**config.mk**
```make
export PLATFORM = sky130hd
export DESIGN_NAME = pcc_encoder
export DESIGN_NICKNAME = d
export VERILOG_FILES = /design/src/rtl/pcc_pkg.sv /design/src/rtl/block_buffer.sv /design/src/rtl/qpp_addr_gen.sv /design/src/rtl/rsc_encoder.sv /design/src/rtl/pcc_encoder.sv
export SDC_FILE = /design/constraint.sdc
export NUM_CORES = 1
export LEC_CHECK = 0
export ABC_AREA = 1
export ABC_CLOCK_PERIOD_IN_PS = 2320
export BUFFER_PORTS_ARGS = -buffer_cell sky130_fd_sc_hd__buf_2
export CAP_MARGIN = 20
export CORE_ASPECT_RATIO = 1.2
export CORE_UTILIZATION = 57
export DETAILED_ROUTE_END_ITERATION = 7
export PLACE_DENSITY = 0.8
export SYNTH_ARGS = -nofsm -noshare
export SYNTH_HDL_FRONTEND = slang
export SYNTH_SLANG_ARGS = --single-unit
```
**constraint.sdc**
```tcl
create_clock -name clk -period 2.32 [get_ports clk]
set_clock_uncertainty 0.1 [all_clocks]
set_input_delay 0.232 -clock clk [delete_from_list [all_inputs] [get_ports clk]]
set_output_delay 0.232 -clock clk [all_outputs]
set_load 0.02 [all_outputs]
```
**src/rtl/pcc_pkg.sv**
```systemverilog
package pcc_pkg;
    typedef enum logic [1:0] {
        S_IDLE   = 2'd0,
        S_LOAD   = 2'd1,
        S_ENCODE = 2'd2,
        S_DONE   = 2'd3
    } pcc_state_t;
endpackage

```
**src/rtl/block_buffer.sv**
```systemverilog
module block_buffer #(
    parameter int K  = 40,
    parameter int AW = $clog2(K)
) (
    input  logic          clk,
    input  logic          wr_en,
    input  logic [AW-1:0] wr_addr,
    input  logic          wr_bit,
    input  logic [AW-1:0] rd_addr_a,
    input  logic [AW-1:0] rd_addr_b,
    output logic          rd_bit_a,
    output logic          rd_bit_b
);
    logic [K-1:0] mem_q;

    always_ff @(posedge clk) begin
        if (wr_en) begin
            mem_q[wr_addr] <= wr_bit;
        end
    end

    // Two independent read ports: natural order and interleaved order
    always_comb begin
        rd_bit_a = mem_q[rd_addr_a];
        rd_bit_b = mem_q[rd_addr_b];
    end
endmodule

```
**src/rtl/qpp_addr_gen.sv**
```systemverilog
module qpp_addr_gen #(
    parameter int K  = 40,
    parameter int F1 = 3,
    parameter int F2 = 10,
    parameter int AW = $clog2(K)
) (
    input  logic          clk,
    input  logic          rst_n,
    input  logic          init,
    input  logic          step,
    output logic [AW-1:0] addr
);
    localparam logic [AW:0]   KW = (AW+1)'(K);
    localparam logic [AW-1:0] G0 = AW'((F1 + F2) % K);
    localparam logic [AW-1:0] D2 = AW'((2 * F2) % K);

    logic [AW-1:0] addr_q;
    logic [AW-1:0] inc_q;

    function automatic logic [AW-1:0] mod_add(input logic [AW-1:0] a, input logic [AW-1:0] b);
        logic [AW:0] s;
        s = {1'b0, a} + {1'b0, b};
        if (s >= KW) begin
            s = s - KW;
        end
        return s[AW-1:0];
    endfunction

    // pi(i+1) = pi(i) + g(i);  g(i+1) = g(i) + 2*F2  (all mod K)
    always_ff @(posedge clk or negedge rst_n) begin
        if (!rst_n) begin
            addr_q <= '0;
            inc_q  <= G0;
        end else if (init) begin
            addr_q <= '0;
            inc_q  <= G0;
        end else if (step) begin
            addr_q <= mod_add(addr_q, inc_q);
            inc_q  <= mod_add(inc_q, D2);
        end
    end

    assign addr = addr_q;

    assert_addr_in_range_R6: assert property (@(posedge clk) disable iff (!rst_n)
        {1'b0, addr_q} < KW);
endmodule

```
**src/rtl/rsc_encoder.sv**
```systemverilog
module rsc_encoder (
    input  logic clk,
    input  logic rst_n,
    input  logic clear,
    input  logic step,
    input  logic u,
    output logic parity
);
    logic s1_q;
    logic s2_q;
    logic fb;

    // feedback 1+D+D^2, feedforward 1+D^2
    always_comb begin
        fb     = u ^ s1_q ^ s2_q;
        parity = fb ^ s2_q;
    end

    always_ff @(posedge clk or negedge rst_n) begin
        if (!rst_n) begin
            s1_q <= 1'b0;
            s2_q <= 1'b0;
        end else if (clear) begin
            s1_q <= 1'b0;
            s2_q <= 1'b0;
        end else if (step) begin
            s1_q <= fb;
            s2_q <= s1_q;
        end
    end

    assert_state_shift_R7: assert property (@(posedge clk) disable iff (!rst_n)
        (step && !clear) |=> (s2_q == $past(s1_q)));
endmodule

```
**src/rtl/pcc_encoder.sv**
```systemverilog
module pcc_encoder #(
    parameter int K  = 40,
    parameter int F1 = 3,
    parameter int F2 = 10
) (
    input  logic           clk,
    input  logic           rst_n,
    input  logic           in_valid,
    output logic           in_ready,
    input  logic           in_bit,
    input  logic           in_sob,
    output logic           out_valid,
    output logic           out_sys,
    output logic           out_par1,
    output logic           out_par2,
    output logic           out_intl,
    output logic           cw_valid,
    output logic [3*K-1:0] cw_data
);
    import pcc_pkg::*;

    localparam int            AW   = $clog2(K);
    localparam logic [AW-1:0] LAST = AW'(K - 1);

    pcc_state_t    state_q, state_d;
    logic [AW-1:0] idx_q;
    logic          accept;
    logic          start_blk;
    logic          wr_en;
    logic [AW-1:0] wr_addr;
    logic          bit_nat, bit_int;
    logic [AW-1:0] pi_addr;
    logic          par1, par2;
    logic          encoding;
    logic [K-1:0]  sys_q, p1_q, p2_q;

    assign in_ready  = (state_q == S_IDLE) || (state_q == S_LOAD);
    assign accept    = in_valid && in_ready;
    assign start_blk = accept && in_sob;
    assign wr_en     = start_blk || (accept && state_q == S_LOAD);
    assign wr_addr   = in_sob ? '0 : idx_q;
    assign encoding  = (state_q == S_ENCODE);

    block_buffer #(.K(K), .AW(AW)) buf_i (
        .clk       (clk),
        .wr_en     (wr_en),
        .wr_addr   (wr_addr),
        .wr_bit    (in_bit),
        .rd_addr_a (idx_q),
        .rd_addr_b (pi_addr),
        .rd_bit_a  (bit_nat),
        .rd_bit_b  (bit_int)
    );

    qpp_addr_gen #(.K(K), .F1(F1), .F2(F2), .AW(AW)) qpp_i (
        .clk   (clk),
        .rst_n (rst_n),
        .init  (start_blk),
        .step  (encoding),
        .addr  (pi_addr)
    );

    rsc_encoder enc1_i (
        .clk    (clk),
        .rst_n  (rst_n),
        .clear  (start_blk),
        .step   (encoding),
        .u      (bit_nat),
        .parity (par1)
    );

    rsc_encoder enc2_i (
        .clk    (clk),
        .rst_n  (rst_n),
        .clear  (start_blk),
        .step   (encoding),
        .u      (bit_int),
        .parity (par2)
    );

    // state register
    always_ff @(posedge clk or negedge rst_n) begin
        if (!rst_n) begin
            state_q <= S_IDLE;
        end else begin
            state_q <= state_d;
        end
    end

    // next-state logic
    always_comb begin
        state_d = state_q;
        unique case (state_q)
            S_IDLE: begin
                if (start_blk) state_d = S_LOAD;
            end
            S_LOAD: begin
                if (accept && !in_sob && idx_q == LAST) state_d = S_ENCODE;
            end
            S_ENCODE: begin
                if (idx_q == LAST) state_d = S_DONE;
            end
            S_DONE: begin
                state_d = S_IDLE;
            end
            default: state_d = S_IDLE;
        endcase
    end

    // outputs and datapath registers
    always_ff @(posedge clk or negedge rst_n) begin
        if (!rst_n) begin
            idx_q     <= '0;
            out_valid <= 1'b0;
            out_sys   <= 1'b0;
            out_par1  <= 1'b0;
            out_par2  <= 1'b0;
            out_intl  <= 1'b0;
            sys_q     <= '0;
            p1_q      <= '0;
            p2_q      <= '0;
        end else begin
            out_valid <= encoding;
            unique case (state_q)
                S_IDLE, S_LOAD: begin
                    if (start_blk) begin
                        idx_q <= AW'(1);
                    end else if (accept && state_q == S_LOAD) begin
                        idx_q <= (idx_q == LAST) ? '0 : idx_q + AW'(1);
                    end
                end
                S_ENCODE: begin
                    out_sys      <= bit_nat;
                    out_intl     <= bit_int;
                    out_par1     <= par1;
                    out_par2     <= par2;
                    sys_q[idx_q] <= bit_nat;
                    p1_q[idx_q]  <= par1;
                    p2_q[idx_q]  <= par2;
                    idx_q        <= (idx_q == LAST) ? '0 : idx_q + AW'(1);
                end
                S_DONE: begin
                    idx_q <= '0;
                end
                default: idx_q <= '0;
            endcase
        end
    end

    assign cw_valid = (state_q == S_DONE);
    assign cw_data  = {p2_q, p1_q, sys_q};

    assert_busy_while_output_R4: assert property (@(posedge clk) disable iff (!rst_n)
        out_valid |-> !in_ready);

    assert_cw_with_last_R9: assert property (@(posedge clk) disable iff (!rst_n)
        cw_valid |-> out_valid);

    assert_cw_one_cycle_R9: assert property (@(posedge clk) disable iff (!rst_n)
        cw_valid |=> !cw_valid);

    assert_output_follows_encode_R5: assert property (@(posedge clk) disable iff (!rst_n)
        $rose(out_valid) |-> ($past(state_q) == S_ENCODE));
endmodule

```
==> impl_results.md, run 1 <==
* Initial DRC count at 536
* FFs w/ async S/R, synth at 0.787
* RSZ-0062 raised after global routing: true
* Die X at between 100 and 150 µm
* Initial antenna violation count at 0
* DRT Wirelength at roughly 23000 µm
* Worst vdd ir at 0.000971 V
* Power density over cell area at around 1400 nW/µm²
* Root buf cell: clkbuf_16
* Post-synth EDFFs at 40
* Sequential share of the synthesized area at 0.572
* Chip height at 136 µm
* Ys Warns at 0
* Post-synthesis cell count at 980
* # Max-Cap Violations at 0
* Prevailing post-synth register cell: dfrtp_1
* Netlist cell types at 40
* Placed Area at roughly 9700 µm²
* CTS max path bufs at 2
* TritonCTS clock tree: yes
* First-pass GRT wire length at 36400 µm
* Maximum clock frequency at 0.461 GHz
* Routed Antenna Nets at 0
* Num CTS Buffers at 17
* Clock transition at the registers of the reported paths at 0.08 ns
* Number of global-route vias before repair at about 7200
* Ant. Diodes at 0
* Routed WL per cell at 17.0 µm
* Core area at between 10000 and 15000 µm²
* Finished Cell Area at 10400 µm²
* Most common cell in the netlist: nand2_1
* Final min period at 2.17 ns
* Via count at 7405
* Detail Placement HPWL at 16100 µm
* Fill count at 1126
* Later-pin clock latency in the skew report at 0.43 ns
* H-tree depth at 4
* Flops & latches, synth at 188
* Slew Limit Fails at 0
* Startpoint Class: flip-flop
* DRC viols at 0
* Slew HR at 0.568
* Worst hold path type: in2reg
* Share of layout cells above drive strength 1 at 0.220
* Area leader, netlist: dfrtp_1
* Port bufs at 131
* CTS sink cnt at between 150 and 200
* Vias/cell at 5.48
* Drt pass-1 iters at 5
* Final GP Congestion at around 0.93
* Util after Layout at 0.717
* Largest net degree at the start of global routing at 54
* Share of the synthesized area in the top cell type at 0.423
* Synth Area per Inst at 8.76 µm²
* Synthesized Nets at 1000
* Kind of critical path: reg2reg
* Mapped cell area at 8590 µm²
* CP Data Arrival Time at 2.42 ns
* Area Overhead vs Synth at 21.3%
* Critical Path Sink Type: flip-flop
* All-layer global routing usage at 0.306
* Final hold viol count at 0
* P_leak at 0.00511 µW
* Row cnt at 48
* CP Max Fanout at 4
* Worst-Margin Slew at 0.648 ns
* Setup violations, final at 0
* Initial Util at 0.591
* Synth top area cells: dfrtp_1 (42%), edfxtp_1 (14%), nand2_1 (10%)
* Critical Path RT at ~2.6 ns
* I/O pin cnt at approximately 130
* Most frequent cells after synthesis: nand2_1 (236), nor2_1 (154), dfrtp_1 (145), a21oi_1 (81), inv_1 (73)
* Fin crit share at 0.935
* Status: finished, final reports clean
* Layout Nets at ~1200
* Die area at 15600 µm²
* GRT overflow at 0
## sequential cells by signal, summed over array words and instances, names as in the netlist, 2 cells and up
signal	count
idx_q	6
p2_q	40
p1_q	40
qpp_i.addr	6
buf_i.mem_q	40
sys_q	40
state_q	2
qpp_i.inc_q	5
## cells by family (layout without fill, tap and decap cells)
logic type	Yosys count	after routing	share of synthesized area
AOI/OAI and AO/OA	209	209	0.132
adders and majority gates	15	15	0.0219
and+or+nand+nor	449	449	0.209
xor gates and xnor gates	6	6	0.00612
buffers and inverters	113	285	0.0593
DFF	188	188	0.572
## routing by layer
layer  global-route usage  wire length [µm]
met5                    0                 0
met4                0.116               634
met3               0.0522              1470
met2                0.510             11500
met1                0.403              9400
## report_power, final
part / internal (µW) / leakage [µW] / switching [µW]
clock network: 1640 / 0.000296 / 1320
registers: 3970 / 0.00233 / 427
logic: 2340 / 0.00248 / 4410
## stage by stage
step | std cells | power (µW) | setup WS [ns] | hold WS, ns | TNS, ns
2_1_floorplan | 980 | 8520 | 0.208 | -0.164 | 0
3_3_place_gp | 1314 | 10500 | 0.123 | 0.109 | 0
3_5_place_dp | 1314 | 10600 | 0.0334 | 0.107 | 0
4_1_cts | 1347 | 13600 | 0.0112 | 0.161 | 0
5_1_grt | 1352 | 14900 | -0.0184 | 0.208 | -0.0419
6_report | 1352 | 14100 | 0.150 | 0.160 | 0
## area by class of cell
class	instances	area (µm²)	share of cell area
timing repair buffer	171	1090	0.104
clock inverter	11	125	0.0120
multi-input combinational	679	3250	0.312
tap	200	250	0.0240
sequential	188	4910	0.471
clock buffer	21	482	0.0462
inverter	82	319	0.0306
## worst max-delay path, stage by stage (launching register included)
cell     delay (ns)
dfstp_2        0.56
ha_1           0.27
nand2_1        0.08
nand2_1        0.06
a21oi_2        0.14
or2_4          0.15
nand2_4        0.06
ha_4           0.16
or2_2          0.28
o21ai_1        0.12
nand2_1        0.05
o21ai_0        0.07
## placed cells by master, fill, tap and decap left out, types with 5 or more instances in the layout
cell type / count
o21ai_2: 10
nand2_1: 233
nand3_1: 40
o21ai_1: 34
o21ai_0: 60
inv_1: 73
nor2_2: 9
buf_4: 29
nor2_1: 147
nor3_1: 6
clkbuf_16: 19
dfrtp_1: 144
a31oi_1: 8
a21oi_2: 7
buf_12: 8
o22ai_1: 5
ha_1: 12
buf_2: 130
a21oi_1: 78
edfxtp_1: 40
## worst paths after layout
check | startpoint | end | slack [ns] | cells after the start
worst max-delay path | qpp_i.inc_q[2]$_DFFE_PN1N_ | qpp_i.addr[5]$_DFFE_PN0N_ | 0.15 | 11
worst min-delay path | in_valid | qpp_i.inc_q[2]$_DFFE_PN1N_ | 0.16 | 5
worst max register to register | qpp_i.inc_q[2]$_DFFE_PN1N_ | qpp_i.addr[5]$_DFFE_PN0N_ | 0.15 | 11
worst min register to register | p2_q[20]$_DFFE_PN0P_ | p2_q[20]$_DFFE_PN0P_ | 0.38 | 2
max in group asynchronous | rst_n | qpp_i.inc_q[0]$_DFFE_PN1P_ | 1.21 | 3
min in group asynchronous | rst_n | sys_q[27]$_DFFE_PN0P_ | 0.20 | 2
## repair_timing
action / CTS / global route
buffers inserted: 0 / 4
setup endpoints to repair: 0 / 59
endpoints found under the hold margin: 51 / 0
hold buffers: 1 / 0
resized for setup: 0 / 29
No activity file was read; power rests on OpenSTA's default activity.
==> run 2: changes to the inputs <==
--- a/config.mk
+++ b/config.mk
@@ -5,7 +5,6 @@
 export SDC_FILE = /design/constraint.sdc
 export NUM_CORES = 1
 export LEC_CHECK = 0
-export ABC_AREA = 1
 export ABC_CLOCK_PERIOD_IN_PS = 2320
 export BUFFER_PORTS_ARGS = -buffer_cell sky130_fd_sc_hd__buf_2
 export CAP_MARGIN = 20
==> constraint.sdc (replaced) <==
create_clock -name clk -period 2.32 [get_ports clk]
set_clock_uncertainty 0.1 [all_clocks]
set_input_delay 0.232 -clock clk [delete_from_list [all_inputs] [get_ports clk]]
set_output_delay 0.232 -clock clk [all_outputs]
set_load 0.05 [all_outputs]
==> run 2 against run 1 <==
Against the previous run: the run now ends with setup timing left; sequential power about the same; core utilization increased by 9.1 points; flip-flop and latch count unchanged; wire length increased by 16%; non-clock buffer count increased by 78; first-iteration DRC count increased by 44%; die area increased by 0.13%; clock-buffer cell count decreased by 2; via count decreased by 0.11%; critical endpoint is now p1_q[23]$_DFFE_PN0P_; largest cell class unchanged; largest power group unchanged; highest routed layer unchanged.
==> impl_results.md, run 2 <==
* Largest net degree at the start of global routing at 54
* Sequential share of the synthesized area at 0.571
* Most frequent cells in the layout: dfrtp_1 (141), buf_2 (130), nand2_1 (112)
* Fin crit share at 1.16
* Clock transition at the registers of the reported paths at 0.08 ns
* Placed Instances at roughly 1200
* Failing checks: setup timing
* Synthesized Nets at a little under 800
* Worst vdd ir at 0.000880 V
* Post-synth EDFFs at 40
* Startpoint Class: flip-flop
* Vias/cell at between 6 and 7
* Initial DRC count at 770
* Ys Warns at 0
* TritonCTS clock tree: yes
* Routed Antenna Nets at 0
* Status: complete, but fails checks
* Via count at 7397
* GRT overflow at 0
* Num CTS Buffers at 17
* Prevailing post-synth register cell: dfrtp_1
* Dpl ws at -0.569 ns
* Share of layout cells above drive strength 1 at 0.440
* Power density over cell area at 1610 nW/µm²
* Later-pin clock latency in the skew report at around 0.44 ns
* Drt pass-1 iters at 5
* Hold Crit Depth at 2
* Row cnt at 48
* Core area at ~15000 µm²
* P_leak at ~0.0055 µW
* DRT Wirelength at roughly 27000 µm
* DRC viols at 0
* Final min period at 2.69 ns
* CP Max Fanout at 11
* Layout Nets at 1019
* H-tree depth at 4
* RSZ-0062 raised after global routing: true
* Maximum clock frequency at 0.372 GHz
* Setup TNS at -34.49 ns
* I/O pin cnt at 132
* Kind of critical path: reg2reg
* Setup violations, final at 128
* Root buf cell: clkbuf_16
* Number of global-route vias before repair at 7121
* Detail Placement HPWL at 15000 µm
* Area Overhead vs Synth at 36.6%
* Most common cell in the netlist: dfrtp_1
* Synth Area per Inst at 11.1 µm²
* Ant. Diodes at 0
* CTS max path bufs at 2
* Synth top area cells: dfrtp_1 (42%), edfxtp_1 (14%), nand2_1 (4.9%)
* Setup ws final at -0.370 ns
* Final hold viol count at 0
* Most frequent cells after synthesis: dfrtp_1 (145), nand2_1 (112), nor2_1 (87), o21ai_0 (56)
* Initial antenna violation count at 0
* Die area at 15600 µm²
* Fill count at 763
* Post-synthesis cell count at 773
* Die X at about 110 µm
* CP Data Arrival Time at roughly 2.9 ns
* Netlist cell types at 57
* Worst hold path type: in2reg
* Port bufs at between 100 and 150
* Critical Path RT at 2.54 ns
* Worst r2r path cells at 9
* Worst-Margin Slew at 0.615 ns
* Util after Layout at 0.808
* Flops & latches, synth at approximately 190
* Final GP Congestion at 0.919
* CTS sink cnt at 188
* Initial Util at 0.592
* FFs w/ async S/R, synth at 0.787
* First-pass GRT wire length at 37400 µm
* Slew Limit Fails at 0
* Share of the synthesized area in the top cell type at 0.422
* Slew HR at 0.590
* Area leader, netlist: dfrtp_1
* # Max-Cap Violations at 0
* Most common cell after layout, fill and taps aside: dfrtp_1
* Routed WL per cell at 22.1 µm
* All-layer global routing usage at 0.318
* Mapped cell area at 8600 µm²
* Critical Path Sink Type: flip-flop
* Chip height at 137 µm
* Fin cells at 1212
run 2: cell count changes in the layout (fill, tap and decap cells not counted), sizes merged, moves of 10 or more:
cell,previous run,this run
mux2i,0,15
nand2b,0,10
a21oi,85,40
nor2,157,87
nand3,42,8
nor3,7,26
buf,169,246
mux4,0,15
mux2,0,46
inv,82,19
o21ai,104,76
nand2,239,112
run 2: worst paths after layout:
| kind | startpoint | end | slack (ns) |
|---|---|---|---|
| min in group asynchronous | rst_n | qpp_i.inc_q[5]$_DFFE_PN0N_ | 0.22 |
| max in group asynchronous | rst_n | sys_q[9]$_DFFE_PN0P_ | 1.23 |
| worst max-delay path | idx_q[0]$_DFFE_PN0P_ | p1_q[23]$_DFFE_PN0P_ | -0.37 |
| worst min register to register | p2_q[1]$_DFFE_PN0P_ | p2_q[1]$_DFFE_PN0P_ | 0.38 |
| worst max register to register | idx_q[0]$_DFFE_PN0P_ | p1_q[23]$_DFFE_PN0P_ | -0.37 |
| worst min-delay path | in_sob | buf_i.mem_q[8]$_DFFE_PP_ | 0.21 |
run 2: stage by stage:
step                      power (µW)  hold slack [ns]  area [µm²]
after floorplan                 9610           -0.164        8750
after global placement         11900            0.115       10200
after detailed placement       12000            0.116       10200
after CTS                      16900            0.161       11200
after global routing           19600            0.212       11700
final                          18900            0.207       11700
run 2: per-layer routing:
metal	vias up	GRT usage	part of all wire
li1	3174	-	-
met1	3681	0.395	0.37
met2	432	0.545	0.52
met3	110	0.0607	0.073
met4	0	0.139	0.044
met5	-	0	0
run 2: kinds of logic after synthesis:
kind of cell	count (synthesis)	share of synthesized area
AOI/OAI and AO/OA	144	0.0955
xor gates and xnor gates	13	0.0132
adders and majority gates	15	0.0218
buffers and inverters	56	0.0294
DFF	188	0.571
muxes	76	0.125
and+or+nand+nor	281	0.144
run 2: final cells by class:
cell class	instances	area, µm²	share of cell area
Sequential cell	188	4910	0.418
Multi-Input combinational cell	530	4050	0.345
Timing Repair Buffer	249	1890	0.161
Clock buffer	19	443	0.0377
Tap cell	200	250	0.0213
Clock inverter	13	155	0.0132
Inverter	13	48.8	0.00415
run 2: critical path, cell delays in order, from the launching register on:
cell and delay [ns]:
dfrtp_2 0.51, mux4_2 0.56, mux2i_2 0.24, nor2_1 0.09
nor4_2 0.19, and2_4 0.24, buf_12 0.12, xnor2_4 0.08
buf_12 0.17, mux2_4 0.26
run 2: report_power, final:
part           internal, µW  switching [µW]  total (µW)
clock                  1650            1350        3000
combinational          5190            6330       11500
sequential             3880             496        4380
total                 10700            8180       18900
run 2: what timing repair did:
item,CTS,global route
setup endpoints to repair,129,141
pin swaps,10,30
gates resized for setup,87,101
buffers inserted,15,5
gates cloned,4,5
endpoints found under the hold margin,47,0
hold buffers,1,0
